$ cat src/rtl/pmr_pkg.sv
package pmr_pkg;
  localparam int ADDR_W = 32;
  localparam int LANES  = 4;
  localparam int DATA_W = 8 * LANES;
  localparam int LEN_W  = $clog2(LANES) + 1;
  localparam int VID_OW = 17;
  localparam int SHD_OW = 18;
  localparam int SEG_LSB = 14;

  localparam logic [ADDR_W-1:0] VID_LO   = 32'h000A_0000;
  localparam logic [ADDR_W-1:0] VID_HI   = 32'h000B_FFFF;
  localparam logic [ADDR_W-1:0] OPT_LO   = 32'h000C_0000;
  localparam logic [ADDR_W-1:0] OPT_HI   = 32'h000F_FFFF;
  localparam logic [ADDR_W-1:0] LEG_MASK = 32'hFFF8_0000;
  localparam logic [ADDR_W-1:0] LEG_BASE = 32'h0008_0000;

  localparam logic [1:0] ATTR_ROM    = 2'd0;
  localparam logic [1:0] ATTR_SHADOW = 2'd1;

  typedef enum logic [1:0] {ST_IDLE, ST_RUN, ST_DONE} state_t;
  typedef enum logic [2:0] {RG_RAM, RG_VID, RG_SHD, RG_ROM, RG_NONE, RG_BAD} region_t;

  function automatic logic [ADDR_W-1:0] gate_a20(input logic [ADDR_W-1:0] a, input logic en);
    return en ? a : (a & ~(32'h1 << 20));
  endfunction
endpackage

$ cat src/rtl/pmr_attr_sel.sv
module pmr_attr_sel #(
  parameter int NSEG = 16,
  localparam int IW = $clog2(NSEG)
) (
  input  logic [2*NSEG-1:0] table_i,
  input  logic [IW-1:0]     idx_i,
  output logic [1:0]        attr_o
);
  assign attr_o = table_i[{idx_i, 1'b0} +: 2];
endmodule

$ cat src/rtl/pmr_region_decode.sv
module pmr_region_decode
  import pmr_pkg::*;
#(
  parameter logic [32:0] MEM_BYTES = 33'h40_0000,
  parameter int NSEG = 16,
  localparam int IW = $clog2(NSEG)
) (
  input  logic [ADDR_W-1:0] addr_i,
  input  logic              write_i,
  input  logic [2*NSEG-1:0] rd_tbl_i,
  input  logic [2*NSEG-1:0] wr_tbl_i,
  output region_t           region_o
);
  logic [1:0] rd_a, wr_a, sel_a;

  pmr_attr_sel #(.NSEG(NSEG)) u_rd (.table_i(rd_tbl_i), .idx_i(addr_i[SEG_LSB +: IW]), .attr_o(rd_a));
  pmr_attr_sel #(.NSEG(NSEG)) u_wr (.table_i(wr_tbl_i), .idx_i(addr_i[SEG_LSB +: IW]), .attr_o(wr_a));

  assign sel_a = write_i ? wr_a : rd_a;

  always_comb begin
    if (addr_i >= VID_LO && addr_i <= VID_HI) begin
      region_o = RG_VID;
    end else if (addr_i >= OPT_LO && addr_i <= OPT_HI) begin
      case (sel_a)
        ATTR_ROM:    region_o = RG_ROM;
        ATTR_SHADOW: region_o = RG_SHD;
        default:     region_o = RG_BAD;
      endcase
    end else if ({1'b0, addr_i} < MEM_BYTES) begin
      region_o = RG_RAM;
    end else begin
      region_o = RG_NONE;
    end
  end
endmodule

$ cat src/rtl/pmr_ic_match.sv
module pmr_ic_match
  import pmr_pkg::*;
#(
  parameter logic [ADDR_W-1:0] LOC_BASE = 32'hFEE0_0000,
  parameter logic [ADDR_W-1:0] IO_BASE  = 32'hFEC0_0000,
  parameter int WIN_BYTES = 4096
) (
  input  logic [ADDR_W-1:0] addr_i,
  output logic              hit_o,
  output logic              io_o
);
  localparam logic [ADDR_W-1:0] WMASK = ~(ADDR_W'(WIN_BYTES) - 1);
  logic loc_hit, io_hit;
  assign loc_hit = (addr_i & WMASK) == LOC_BASE;
  assign io_hit  = (addr_i & WMASK) == IO_BASE;
  assign hit_o   = loc_hit | io_hit;
  assign io_o    = io_hit & ~loc_hit;
endmodule

$ cat src/rtl/pc_mem_router.sv
module pc_mem_router
  import pmr_pkg::*;
#(
  parameter logic [32:0] MEM_BYTES = 33'h40_0000,
  parameter logic [31:0] LOC_BASE  = 32'hFEE0_0000,
  parameter logic [31:0] IO_BASE   = 32'hFEC0_0000,
  parameter int IC_WIN = 4096,
  parameter int NSEG   = 16,
  localparam int IC_OW = $clog2(IC_WIN)
) (
  input  logic              clk,
  input  logic              rst_n,
  input  logic              a20_en,
  input  logic              req_valid,
  output logic              req_ready,
  input  logic              req_write,
  input  logic [31:0]       req_addr,
  input  logic [2:0]        req_len,
  input  logic [31:0]       req_wdata,
  output logic              rsp_valid,
  input  logic              rsp_ready,
  output logic [31:0]       rsp_rdata,
  output logic              rsp_err,
  output logic              busy,
  input  logic [2*NSEG-1:0] rd_attr,
  input  logic [2*NSEG-1:0] wr_attr,
  output logic              ram_stb,
  output logic              ram_we,
  output logic [31:0]       ram_addr,
  output logic [3:0]        ram_be,
  output logic [31:0]       ram_wdata,
  input  logic [31:0]       ram_rdata,
  output logic              vid_stb,
  output logic              vid_we,
  output logic [16:0]       vid_off,
  output logic [7:0]        vid_wdata,
  input  logic [7:0]        vid_rdata,
  output logic              shd_stb,
  output logic              shd_we,
  output logic [17:0]       shd_off,
  output logic [7:0]        shd_wdata,
  input  logic [7:0]        shd_rdata,
  output logic              ic_stb,
  output logic              ic_io,
  output logic              ic_we,
  output logic [IC_OW-1:0]  ic_off,
  output logic [2:0]        ic_len,
  output logic [31:0]       ic_wdata,
  input  logic [31:0]       ic_rdata
);
  localparam int IXW = $clog2(LANES);

  state_t              state_q;
  logic [ADDR_W-1:0]   base_q;
  logic [LEN_W-1:0]    len_q;
  logic                wr_q, a20_q, err_q;
  logic [DATA_W-1:0]   wdata_q, rdata_q;
  logic [IXW-1:0]      idx_q;

  logic [ADDR_W-1:0]   lane_addr [LANES];
  region_t             lane_rg   [LANES];
  logic [ADDR_W-1:0]   start, cur_addr;
  region_t             cur_rg;
  logic [7:0]          cur_byte, rd_byte;
  logic                len_ok, any_bad, run_bad, fast, ic_hit, ic_sel, last_step;
  logic [3:0]          fast_be;

  // one decoder per byte lane so a rejected access is known before any strobe
  for (genvar g = 0; g < LANES; g++) begin : g_lane
    assign lane_addr[g] = gate_a20(base_q + ADDR_W'(g), a20_q);
    pmr_region_decode #(.MEM_BYTES(MEM_BYTES), .NSEG(NSEG)) u_dec (
      .addr_i(lane_addr[g]), .write_i(wr_q),
      .rd_tbl_i(rd_attr), .wr_tbl_i(wr_attr), .region_o(lane_rg[g]));
  end

  pmr_ic_match #(.LOC_BASE(LOC_BASE), .IO_BASE(IO_BASE), .WIN_BYTES(IC_WIN)) u_ic (
    .addr_i(start), .hit_o(ic_hit), .io_o(ic_sel));

  assign start     = lane_addr[0];
  assign cur_addr  = lane_addr[idx_q];
  assign cur_rg    = lane_rg[idx_q];
  assign cur_byte  = wdata_q[8*idx_q +: 8];
  assign len_ok    = (len_q != '0) && (len_q <= LEN_W'(LANES));
  assign last_step = ({1'b0, idx_q} == len_q - LEN_W'(1));

  always_comb begin
    any_bad = 1'b0;
    for (int i = 0; i < LANES; i++)
      if (LEN_W'(i) < len_q && lane_rg[i] == RG_BAD) any_bad = 1'b1;
  end

  assign run_bad = !len_ok || any_bad;
  assign fast = (len_q == 3'd1 || len_q == 3'd2 || len_q == 3'd4)
             && ((start & LEG_MASK) != LEG_BASE)
             && (({1'b0, start} + {30'b0, len_q}) <= MEM_BYTES);

  always_comb begin
    case (len_q)
      3'd1:    fast_be = 4'b0001;
      3'd2:    fast_be = 4'b0011;
      default: fast_be = 4'b1111;
    endcase
  end

  // target port steering
  always_comb begin
    ram_stb = 1'b0; ram_we = 1'b0; ram_addr = '0; ram_be = '0; ram_wdata = '0;
    vid_stb = 1'b0; vid_we = 1'b0; vid_off = '0; vid_wdata = '0;
    shd_stb = 1'b0; shd_we = 1'b0; shd_off = '0; shd_wdata = '0;
    ic_stb = 1'b0; ic_io = 1'b0; ic_we = 1'b0; ic_off = '0; ic_len = '0; ic_wdata = '0;
    if (state_q == ST_RUN && !run_bad) begin
      if (ic_hit) begin
        ic_stb = 1'b1; ic_io = ic_sel; ic_we = wr_q; ic_off = start[IC_OW-1:0];
        ic_len = len_q; ic_wdata = wdata_q;
      end else if (fast) begin
        ram_stb = 1'b1; ram_we = wr_q; ram_addr = start; ram_be = fast_be; ram_wdata = wdata_q;
      end else begin
        case (cur_rg)
          RG_RAM: begin
            ram_stb = 1'b1; ram_we = wr_q; ram_addr = cur_addr; ram_be = 4'b0001;
            ram_wdata = {24'b0, cur_byte};
          end
          RG_ROM: if (!wr_q) begin
            ram_stb = 1'b1; ram_addr = cur_addr; ram_be = 4'b0001;
          end
          RG_VID: begin
            vid_stb = 1'b1; vid_we = wr_q; vid_off = cur_addr[VID_OW-1:0]; vid_wdata = cur_byte;
          end
          RG_SHD: begin
            shd_stb = 1'b1; shd_we = wr_q; shd_off = cur_addr[SHD_OW-1:0]; shd_wdata = cur_byte;
          end
          default: ;
        endcase
      end
    end
  end

  always_comb begin
    case (cur_rg)
      RG_RAM, RG_ROM: rd_byte = ram_rdata[7:0];
      RG_VID:         rd_byte = vid_rdata;
      RG_SHD:         rd_byte = shd_rdata;
      default:        rd_byte = 8'hFF;
    endcase
  end

  // sequencer
  always_ff @(posedge clk or negedge rst_n) begin
    if (!rst_n) begin
      state_q <= ST_IDLE; base_q <= '0; len_q <= '0; wr_q <= 1'b0; a20_q <= 1'b0;
      err_q <= 1'b0; wdata_q <= '0; rdata_q <= '0; idx_q <= '0;
    end else begin
      case (state_q)
        ST_IDLE: if (req_valid) begin
          base_q <= req_addr; len_q <= req_len; wr_q <= req_write; a20_q <= a20_en;
          wdata_q <= req_wdata; rdata_q <= '0; err_q <= 1'b0; idx_q <= '0;
          state_q <= ST_RUN;
        end
        ST_RUN: begin
          if (run_bad) begin
            err_q <= 1'b1; state_q <= ST_DONE;
          end else if (ic_hit) begin
            if (!wr_q) rdata_q <= ic_rdata;
            state_q <= ST_DONE;
          end else if (fast) begin
            if (!wr_q)
              for (int i = 0; i < LANES; i++)
                if (fast_be[i]) rdata_q[8*i +: 8] <= ram_rdata[8*i +: 8];
            state_q <= ST_DONE;
          end else begin
            if (!wr_q) rdata_q[8*idx_q +: 8] <= rd_byte;
            if (last_step) state_q <= ST_DONE;
            else idx_q <= idx_q + IXW'(1);
          end
        end
        ST_DONE: if (rsp_ready) state_q <= ST_IDLE;
        default: state_q <= ST_IDLE;
      endcase
    end
  end

  assign req_ready = (state_q == ST_IDLE);
  assign busy      = (state_q != ST_IDLE);
  assign rsp_valid = (state_q == ST_DONE);
  assign rsp_rdata = rdata_q;
  assign rsp_err   = err_q;

  AST_ONE_TARGET: assert property (@(posedge clk) disable iff (!rst_n)
    $onehot0({ram_stb, vid_stb, shd_stb, ic_stb}));
  AST_A20_CLEAR: assert property (@(posedge clk) disable iff (!rst_n)
    (busy && !a20_q && ram_stb) |-> !ram_addr[20]);
  AST_WIDE_OUTSIDE: assert property (@(posedge clk) disable iff (!rst_n)
    (ram_stb && ram_be != 4'b0001) |-> ((ram_addr & LEG_MASK) != LEG_BASE));
  AST_SHD_WR_ATTR: assert property (@(posedge clk) disable iff (!rst_n)
    (shd_stb && shd_we) |-> (wr_attr[{shd_off[17:14], 1'b0} +: 2] == ATTR_SHADOW));
  AST_RAM_IN_RANGE: assert property (@(posedge clk) disable iff (!rst_n)
    (ram_stb && ram_we) |-> ({1'b0, ram_addr} < MEM_BYTES));
  AST_RSP_HOLD: assert property (@(posedge clk) disable iff (!rst_n)
    (rsp_valid && !rsp_ready) |=> (rsp_valid && $stable(rsp_rdata) && $stable(rsp_err)));
  AST_ACCEPT_BUSY: assert property (@(posedge clk) disable iff (!rst_n)
    (req_valid && req_ready) |=> (busy && !req_ready));
endmodule

$ cat config.mk
export PLATFORM = sky130hd
export DESIGN_NAME = pc_mem_router
export DESIGN_NICKNAME = d
export VERILOG_FILES = /design/src/rtl/pmr_pkg.sv /design/src/rtl/pmr_attr_sel.sv /design/src/rtl/pmr_region_decode.sv /design/src/rtl/pmr_ic_match.sv /design/src/rtl/pc_mem_router.sv
export SDC_FILE = /design/constraint.sdc
export NUM_CORES = 1
export LEC_CHECK = 0
export ABC_AREA = 1
export BUFFER_PORTS_ARGS = -buffer_cell sky130_fd_sc_hd__buf_2
export CORE_AREA = 10 10 214 216
export CTS_CLUSTER_DIAMETER = 40
export DETAILED_ROUTE_END_ITERATION = 12
export DIE_AREA = 0 0 224 226
export PLACE_DENSITY = 0.55
export SYNTH_ARGS = -nofsm -noshare
export SYNTH_HDL_FRONTEND = slang
export SYNTH_SLANG_ARGS = --single-unit
$ cat constraint.sdc
create_clock -name clk -period 6.22 [get_ports clk]
set_input_delay 0.311 -clock clk [delete_from_list [all_inputs] [get_ports clk]]
set_output_delay 0.311 -clock clk [all_outputs]
set_load 0.02 [all_outputs]
==> metrics.csv, run 1 <==
stage,metric,value,unit
global_routing,antenna_found_initial,1,
clock_tree,h-tree-depth,3,
clock_tree,cts_sinks,106,
global_routing,grt_max_degree,91,
timing,worst_pin_slew,1110,ps
synthesis,synth_top_family_by_area,simple AND/OR/NAND/NOR gates,
timing,hold_slack,70.6,ps
synthesis,avgSynthCellArea,5.81,sq um
clock_tree,cts_made_buffers,9,
die,start_util,0.297,
clock_tree,clk_latency,400,ps
power_and_ir_drop,pwr-share-seq,0.214,
setup_path,start_kind,flop,
detailed_routing,first_pass_iters,6,
synthesis,synth_most_common_cell,nand2_1,
synthesis,synthTopCellsByCount,"nand2_1, nor2_1, inv_1",
run_status,status,completed,
setup_path,r2r_cells,23,
synthesis,netlist_instances,2127,
synthesis,synth.top_cells.by_area,"dfrtp_1, nand2_1, nor2_1",
detailed_routing,ant_nets,0,
die,core,41600,sq um
clock_tree,cts_setup_buffers,0,
timing,fin_crit,5800,ps
die,dieArea,50600,sq um
layout,nets,2716,
setup_path,worstPathRequired,5910,ps
timing,period_share,0.932,
die,rows,75,
power_and_ir_drop,p_int,0.00238,W
detailed_routing,vias,16000,
power_and_ir_drop,switching_power,0.00403,W
synthesis,synth_top_flop_cell,dfrtp_1,
clock_tree,cts_tree,done,
setup_path,cp-startpoint,base_q[1],
synthesis,synth-edff-count,0,
synthesis,synthAdderAreaFrac,0.0188,
hold_path,hp-start,rsp_ready,
synthesis,synth_cell_types,60,
job,max-cap-violations,0,
setup_path,regToRegStartpoint,base_q[1],
hold_path,hold_path.class,primary input to flop,
layout,antenna_cells,0,
timing,finClkSkew,14.0,ps
clock_tree,clkSlewWorstSetupHoldPaths,80,ps
timing,setup_viol,0,
global_routing,grt_pass1_wl,101,mm
die,io_pins,428,
synthesis,synth_seq_cells,106,
timing,rsz0062_at_grt,false,
layout,layout-drive-gt1-share,0.228,
setup_path,cp-end-kind,output pin,
global_routing,grt_usage,0.262,
clock_tree,cts_resized,0,
synthesis,yosysTopAreaCellShare,0.215,
power_and_ir_drop,pwr_density_cell,425,nW/um^2
detailed_routing,drt_wl_total,68.8,mm
layout,synthToLayoutAreaGrowth,22.1,%
power_and_ir_drop,p_sw_frac,0.629,
setup_path,reg2reg_to,rsp_rdata[17],
detailed_routing,wl_per_cell,22.8,um
setup_path,cp.arrival,5490,ps
die,die_w,224,um
setup_path,rrSetupSlack,1180,ps
placement,gp_congestion,1.01,
synthesis,ys_seq_area_frac,0.215,
clock_tree,cts_hold_buf,1,
placement,portBuffers,418,
synthesis,synthMuxAreaShare,0.00972,
synthesis,synth_compound_area_frac,0.140,
hold_path,holdPathEnd,state_q[1],
synthesis,synth_area,12400,sq um
timing,slew_headroom,0.260,
timing,fmax,0.172,GHz
synthesis,asyncSetResetFlopFracSynth,1.00,
power_and_ir_drop,ir_drop,0.170,mV
setup_path,crit_type,flop to output pin,
placement,hpwl,55.9,mm
power_and_ir_drop,comb_power_share,0.687,
die,die_height,226,um
timing,hold_violations,0,
clock_tree,clockBufferDepth,2,
setup_path,worstPathMaxFanout,24,
synthesis,yosysWarnings,0,
global_routing,overflow,0,
synthesis,synth_top_area_cell,dfrtp_1,
detailed_routing,drt-initial-drc-count,1469,
synthesis,synth-simple-area-share,0.469,
power_and_ir_drop,clkPwrFrac,0.099,
timing,maxSlewViolCount,0,
hold_path,hold_path_depth,2,
timing,setup_tns,0,ps
synthesis,synthXorXnorAreaFrac,0.0333,
detailed_routing,via_per_inst,5.27,
clock_tree,cts-root-buf,clkbuf_16,
power_and_ir_drop,cellLeakagePower,7.97,nW
detailed_routing,drc_errors,0,
global_routing,grt_pass1_vias,15700,
## cell families (layout without fill, tap and decap cells)
kind of cell             Yosys count  in the layout
multiplexers                      12             12
flip-flops                       106            106
other                              1              9
buffers and inverters            339            690
XOR/XNOR                          44             44
AO/OA/AOI/OAI                    276            276
AND/OR/NAND/NOR                 1331           1331
adder cells (fa/ha/maj)           18             18
## registers in the layout (all words and copies together) (netlist names)
signal and flops:
base_q 32, rsp_rdata 32, wdata_q 32, len_q 3, idx_q 2, state_q 2, a20_q 1, rsp_err 1
wr_q 1
## cell usage in the layout (no fill, tap or decap), drive strengths merged, types with 2 or more instances in the layout
cell / instances
o22ai: 13
nand4: 53
a21oi: 39
a31oi: 2
nand2: 679
o21a: 5
nor2: 334
a22o: 24
inv: 237
nand3b: 4
o221ai: 9
xor2: 43
dfrtp: 106
nor3: 22
o21ai: 136
a211oi: 27
o31ai: 3
clkbuf: 10
clkinv: 5
o211ai: 9
nor4: 11
mux2i: 12
conb: 9
ha: 17
or2: 15
buf: 436
nand3: 212
## worst max path at each step
stage / depth (start not counted) / end / slack, ps
3_3_place_gp: 21 / ram_we / 1060
6_report: 20 / ram_addr[1] / 420
3_5_place_dp: 20 / ram_addr[1] / 940
4_1_cts: 20 / ram_addr[1] / 470
5_1_grt: 20 / ram_addr[1] / 0.7
2_1_floorplan: 19 / ram_addr[10] / 2370
## power groups by stage
stage	clock network [W]	registers [W]	logic (W)
3_5_place_dp	0	0.00137	0.00433
5_1_grt	0.000668	0.00141	0.00483
2_1_floorplan	0	0.00112	0.00298
3_3_place_gp	0	0.00137	0.00433
4_1_cts	0.000650	0.00136	0.00435
6_report	0.000637	0.00137	0.00440
## worst max-delay path, stage by stage, from the launching register on
cell	delay, ps
dfrtp_1	500
inv_1	240
ha_1	330
nor2_1	240
nand2_1	270
nor2_4	260
nand2_1	110
nand2_2	300
nand2_1	90
nand3_1	90
nand3_1	140
nand3_1	150
nand2_1	90
nand2_1	110
nor2_1	70
nor3_4	540
nand2_2	190
nor2_1	190
nand2_2	490
a211oi_1	430
buf_2	230
## final cells by class
cell class | instances | area [sq um]
multi-input cells | 1690 | 8320
clock buffers | 10 | 239
repair buffers | 437 | 2240
well taps | 539 | 674
inverters | 237 | 897
flip-flops and latches | 106 | 2660
clock inverters | 6 | 63.8
fillers | 4730 | 26500
## through the flow
| stage | instance area (sq um) | power, W | utilization | std cells | setup slack, ps |
|---|---|---|---|---|---|
| 6_report | 15100 | 0.00641 | 0.363 | 3025 | 421 |
| 4_1_cts | 15100 | 0.00636 | 0.363 | 3025 | 467 |
| 2_1_floorplan | 12400 | 0.00410 | - | 2135 | 2370 |
| 5_1_grt | 15100 | 0.00691 | 0.363 | 3025 | 0.685 |
| 3_3_place_gp | 14800 | 0.00570 | 0.355 | 3008 | 1060 |
| 3_5_place_dp | 14800 | 0.00571 | 0.355 | 3008 | 940 |
## metal layers
metal	global-route usage	up-vias	share of wire	routed length, um
li1	-	7578	-	-
met1	0.348	7565	0.45	30800
met2	0.425	728	0.46	31600
met3	0.0440	77	0.069	4780
met4	0.0836	2	0.024	1660
met5	0	-	0.00012	8
Power figures use the tool's default switching activity.
==> inputs of run 2 (changes only) <==
--- a/config.mk
+++ b/config.mk
@@ -12,6 +12,7 @@
 export DETAILED_ROUTE_END_ITERATION = 12
 export DIE_AREA = 0 0 224 226
 export PLACE_DENSITY = 0.55
+export REMOVE_ABC_BUFFERS = 1
 export SYNTH_ARGS = -nofsm -noshare
 export SYNTH_HDL_FRONTEND = slang
 export SYNTH_SLANG_ARGS = --single-unit
==> metrics.csv, run 2 (synthesis gave the netlist of run 1 again) <==
stage,metric,value,unit
timing,setup_viol,0,
detailed_routing,first_pass_iters,6,
setup_path,r2r_cells,23,
detailed_routing,drc_errors,0,
timing,slew_headroom,0.327,
layout,final_area,15100,sq um
detailed_routing,vias,15900,
timing,fin_crit,5740,ps
clock_tree,h-tree-depth,3,
clock_tree,clkSlewWorstSetupHoldPaths,90,ps
global_routing,grt_pass1_wl,99.3,mm
clock_tree,clk_latency,400,ps
hold_path,hold_path.class,primary input to async pin,
placement,hpwl,54.3,mm
global_routing,overflow,0,
power_and_ir_drop,cellLeakagePower,7.99,nW
power_and_ir_drop,ir_drop,0.170,mV
setup_path,slowest_stage,dfrtp_1,
clock_tree,cts_tree,done,
timing,hold_violations,0,
timing,finClkSkew,14.5,ps
placement,place_area,14800,sq um
timing,setup_ws,477,ps
layout,synthToLayoutAreaGrowth,22.4,%
layout,layout_commonest_cell,nand2_1,
job,max-cap-violations,0,
die,core,41600,sq um
clock_tree,cts_sinks,106,
setup_path,worstPathRequired,5910,ps
die,rows,75,
clock_tree,clockBufferDepth,2,
die,start_util,0.297,
die,die_w,224,um
setup_path,cp.arrival,5430,ps
clock_tree,cts_setup_buffers,0,
die,io_pins,428,
setup_path,worstPathMaxFanout,16,
placement,dp_slack,996,ps
layout,nets,2719,
setup_path,critPathMaxStageDelay,510,ps
setup_path,rrSetupSlack,1220,ps
power_and_ir_drop,pwr_density_cell,422,nW/um^2
placement,portBuffers,418,
setup_path,start_kind,flop,
global_routing,antenna_found_initial,2,
timing,fmax,0.174,GHz
timing,setup_tns,0,ps
setup_path,path_cells,"inv_1, ha_1, nor2_1, nand2_1, nor2_4, nand2_1, nand2_2, nand2_1, nand3_1, nand3_1, nand3_1, nand2_1, nand2_1, nor2_1, nor3_4, buf_4, nand2_2, nor2_1, nand2_2, buf_4, a211oi_1, buf_2",
global_routing,grt_max_degree,92,
setup_path,cp-end-kind,output pin,
timing,maxSlewViolCount,0,
run_status,status,completed,
power_and_ir_drop,finalPower,0.00638,W
layout,layout-drive-gt1-share,0.229,
clock_tree,cts-root-buf,clkbuf_16,
placement,gp_congestion,1.04,
detailed_routing,drt-initial-drc-count,1350,
detailed_routing,via_per_inst,5.26,
timing,rsz0062_at_grt,false,
clock_tree,cts_hold_buf,0,
setup_path,crit_type,flop to output pin,
setup_path,crit_path_frequent_cell,nand2_1,
die,die_height,226,um
clock_tree,cts_resized,0,
clock_tree,cts_made_buffers,9,
detailed_routing,ant_nets,0,
layout,most-common-layout-cells,"nand2_1, buf_2, nor2_1",
die,dieArea,50600,sq um
timing,worst_pin_slew,1010,ps
timing,hold_slack,4.88,ps
global_routing,grt_pass1_vias,15700,
detailed_routing,drt_wl_total,67.5,mm
global_routing,grt_usage,0.255,
timing,period_share,0.923,
detailed_routing,wl_per_cell,22.3,um
[run 2: report_power, final]
| group | total (W) | switching (W) | internal [W] | leakage (nW) |
|---|---|---|---|---|
| logic | 0.00439 | 0.00323 | 0.00117 | 6.48 |
| registers | 0.00135 | 0.000414 | 0.000940 | 1.35 |
| clock network | 0.000637 | 0.000345 | 0.000293 | 0.153 |
| total | 0.00638 | 0.00398 | 0.00240 | 7.99 |
[run 2: final cells by class]
type / instances / area [sq um]
Antenna cell: 1 / 2.50
Clock buffer: 9 / 225
Clock inverter: 7 / 88.8
Fill cell: 4730 / 26400
Inverter: 237 / 897
Multi-Input combinational cell: 1690 / 8320
Sequential cell: 106 / 2660
Tap cell: 539 / 674
Timing Repair Buffer: 440 / 2260
[run 2: final timing paths]
check                             startpoint            end
worst max-delay path               base_q[0]    ram_addr[7]
worst max register to register     base_q[1]  rsp_rdata[22]
min in group clk                   rsp_ready     state_q[1]
worst min register to register  rsp_rdata[1]   rsp_rdata[1]
worst min-delay path                   rst_n     base_q[10]
max in group asynchronous              rst_n           wr_q
[run 2: per-layer routing]
layer	up-vias	wire (um)	GRT usage	part of all wire
met5	-	7	0	0.00010
met4	2	1820	0.0884	0.027
met3	83	4750	0.0400	0.070
met2	661	31500	0.417	0.47
met1	7613	29400	0.335	0.44
li1	7571	-	-	-
[run 2: worst max-delay path, delay by kind of cell (launching register included)]
kind | cells | cell delay, ps
buffers and inverters | 4 | 1050
and+or+nand+nor | 16 | 2890
DFF | 1 | 510
AOI/OAI and AO/OA | 1 | 210
adders and majority gates | 1 | 350
[run 2: per-stage QoR]
step	instances	util
3_3_place_gp	3012	0.356
6_report	3029	0.364
5_1_grt	3029	0.364
4_1_cts	3028	0.364
2_1_floorplan	2033	-
3_5_place_dp	3012	0.356
==> inputs of run 3 (changes only) <==
--- a/config.mk
+++ b/config.mk
@@ -7,10 +7,12 @@
 export LEC_CHECK = 0
 export ABC_AREA = 1
 export BUFFER_PORTS_ARGS = -buffer_cell sky130_fd_sc_hd__buf_2
-export CORE_AREA = 10 10 214 216
+export CORE_AREA = 2 2 206 208
+export CTS_BUF_LIST = sky130_fd_sc_hd__clkbuf_2
 export CTS_CLUSTER_DIAMETER = 40
 export DETAILED_ROUTE_END_ITERATION = 12
-export DIE_AREA = 0 0 224 226
+export DIE_AREA = 0 0 208 210
+export GPL_TIMING_DRIVEN = 0
 export PLACE_DENSITY = 0.55
 export REMOVE_ABC_BUFFERS = 1
 export SYNTH_ARGS = -nofsm -noshare
==> metrics.csv, run 3 (synthesis gave the netlist of run 1 again) <==
stage,metric,value,unit
placement,dp.cells,2993,
detailed_routing,drt-initial-drc-count,1384,
die,die_height,210,um
timing,fmax,0.167,GHz
setup_path,cp-end-kind,output pin,
detailed_routing,via_per_inst,5.16,
placement,hpwl,48.0,mm
layout,nets,2846,
job,max-cap-violations,0,
clock_tree,clk_latency,810,ps
placement,gp_congestion,1.01,
detailed_routing,drt_wl_total,62.6,mm
setup_path,crit_type,flop to output pin,
global_routing,grt_pass1_wl,93.5,mm
detailed_routing,drc_errors,0,
die,die_w,208,um
power_and_ir_drop,ir_drop,0.152,mV
global_routing,grt_pass1_vias,15500,
die,start_util,0.298,
timing,period_share,0.962,
timing,hold_violations,0,
setup_path,worstPathRequired,5910,ps
hold_path,hold_path.class,primary input to flop,
timing,slew_headroom,0.293,
timing,fin_crit,5980,ps
global_routing,grt_usage,0.277,
detailed_routing,first_pass_iters,6,
setup_path,worstPathMaxFanout,30,
placement,place_area,14700,sq um
timing,setup_viol,0,
clock_tree,clockBufferDepth,2,
power_and_ir_drop,finalPower,0.00609,W
global_routing,antenna_found_initial,2,
layout,most-common-layout-cells,"nand2_1, buf_2, nor2_1",
placement,portBuffers,418,
layout,final_area,16400,sq um
detailed_routing,ant_nets,0,
layout,synthToLayoutAreaGrowth,32.6,%
clock_tree,cts_made_buffers,9,
die,core,41500,sq um
timing,maxSlewViolCount,0,
power_and_ir_drop,cellLeakagePower,8.58,nW
die,io_pins,428,
timing,worst_pin_slew,1060,ps
global_routing,grt_max_degree,106,
clock_tree,cts_sinks,106,
setup_path,start_kind,flop,
setup_path,cp.arrival,5670,ps
clock_tree,clkSlewWorstSetupHoldPaths,380,ps
detailed_routing,vias,16300,
power_and_ir_drop,pwr_density_cell,371,nW/um^2
run_status,status,completed,
detailed_routing,wl_per_cell,19.8,um
global_routing,overflow,0,
clock_tree,h-tree-depth,3,
die,dieArea,43700,sq um
die,rows,75,
layout,layout_commonest_cell,nand2_1,
clock_tree,cts_tree,done,
clock_tree,cts-root-buf,clkbuf_2,
timing,finClkSkew,72.2,ps
layout,final_cells,3157,
layout,layout-drive-gt1-share,0.218,
[run 3: per-layer routing]
layer  vias to the layer above  share of wire  global-route usage  wire [um]
met5                         -              0                   0          0
met4                         0          0.025              0.0819       1570
met3                        73          0.067              0.0378       4170
met2                       724           0.46               0.458      29000
met1                      7661           0.45               0.378      27900
li1                       7829              -                   -          -
[run 3: final timing paths]
path,start,endpoint,slack [ps],depth (start not counted)
min in group asynchronous,rst_n,base_q[5],540,4
hold / removal,ram_rdata[3],rsp_rdata[11],100,7
setup reg to reg,base_q[0],rsp_rdata[10],740,25
max in group asynchronous,rst_n,base_q[21],4240,4
hold reg to reg,rsp_rdata[31],rsp_rdata[31],520,2
setup / recovery,base_q[0],vid_off[1],240,21
[run 3: report_power, final]
group,switching [W],internal [W],leakage (nW)
sequential,0.000516,0.000939,1.35
combinational,0.00304,0.00121,7.15
clock,0.000314,0.0000708,0.0745
[run 3: repair_timing]
action | CTS | global route
hold endpoints to repair | 212 | 0
hold buffers | 139 | 0
setup endpoints to repair | 166 | 111
cloned | 1 | 0
pin swaps | 2 | 0
resized for setup | 12 | 9
setup buffers | 5 | 0
[run 3: stage by stage]
stage          hold slack (ps)  worst slack [ps]  utilization  TNS, ps
2_1_floorplan             15.4              1390            -        0
3_3_place_gp               460             -1140        0.353   -89370
3_5_place_dp               188              -347        0.355     -903
4_1_cts                   12.8              4.40        0.393        0
5_1_grt                    124             -5.66        0.395    -5.66
6_report                   101               237        0.395        0
[run 3: final cells by class]
cell class                      count  area [sq um]
Fill cell                        4602         25100
Multi-Input combinational cell   1691          8390
Timing Repair Buffer              566          3630
Sequential cell                   106          2660
Inverter                          237           911
Tap cell                          539           674
Clock inverter                      7          73.8
Clock buffer                        9          45.0
Antenna cell                        2          5.00
[run 3: critical path: stages (launching register included)]
cell     delay [ps]
dfrtp_1         570
ha_1            230
inv_1            60
fa_1            390
inv_1            70
nand2_1          50
nand2_1         150
nand3_1         210
nor2_1          340
nand2_1         140
nor2_1          170
xor2_1          370
nor4_1          120
a31o_2          260
nand2_8         270
nand2_2         210
nor2_4          360
inv_2           140
nor2_8          120
inv_4           140
nor2_1          240
buf_2           210
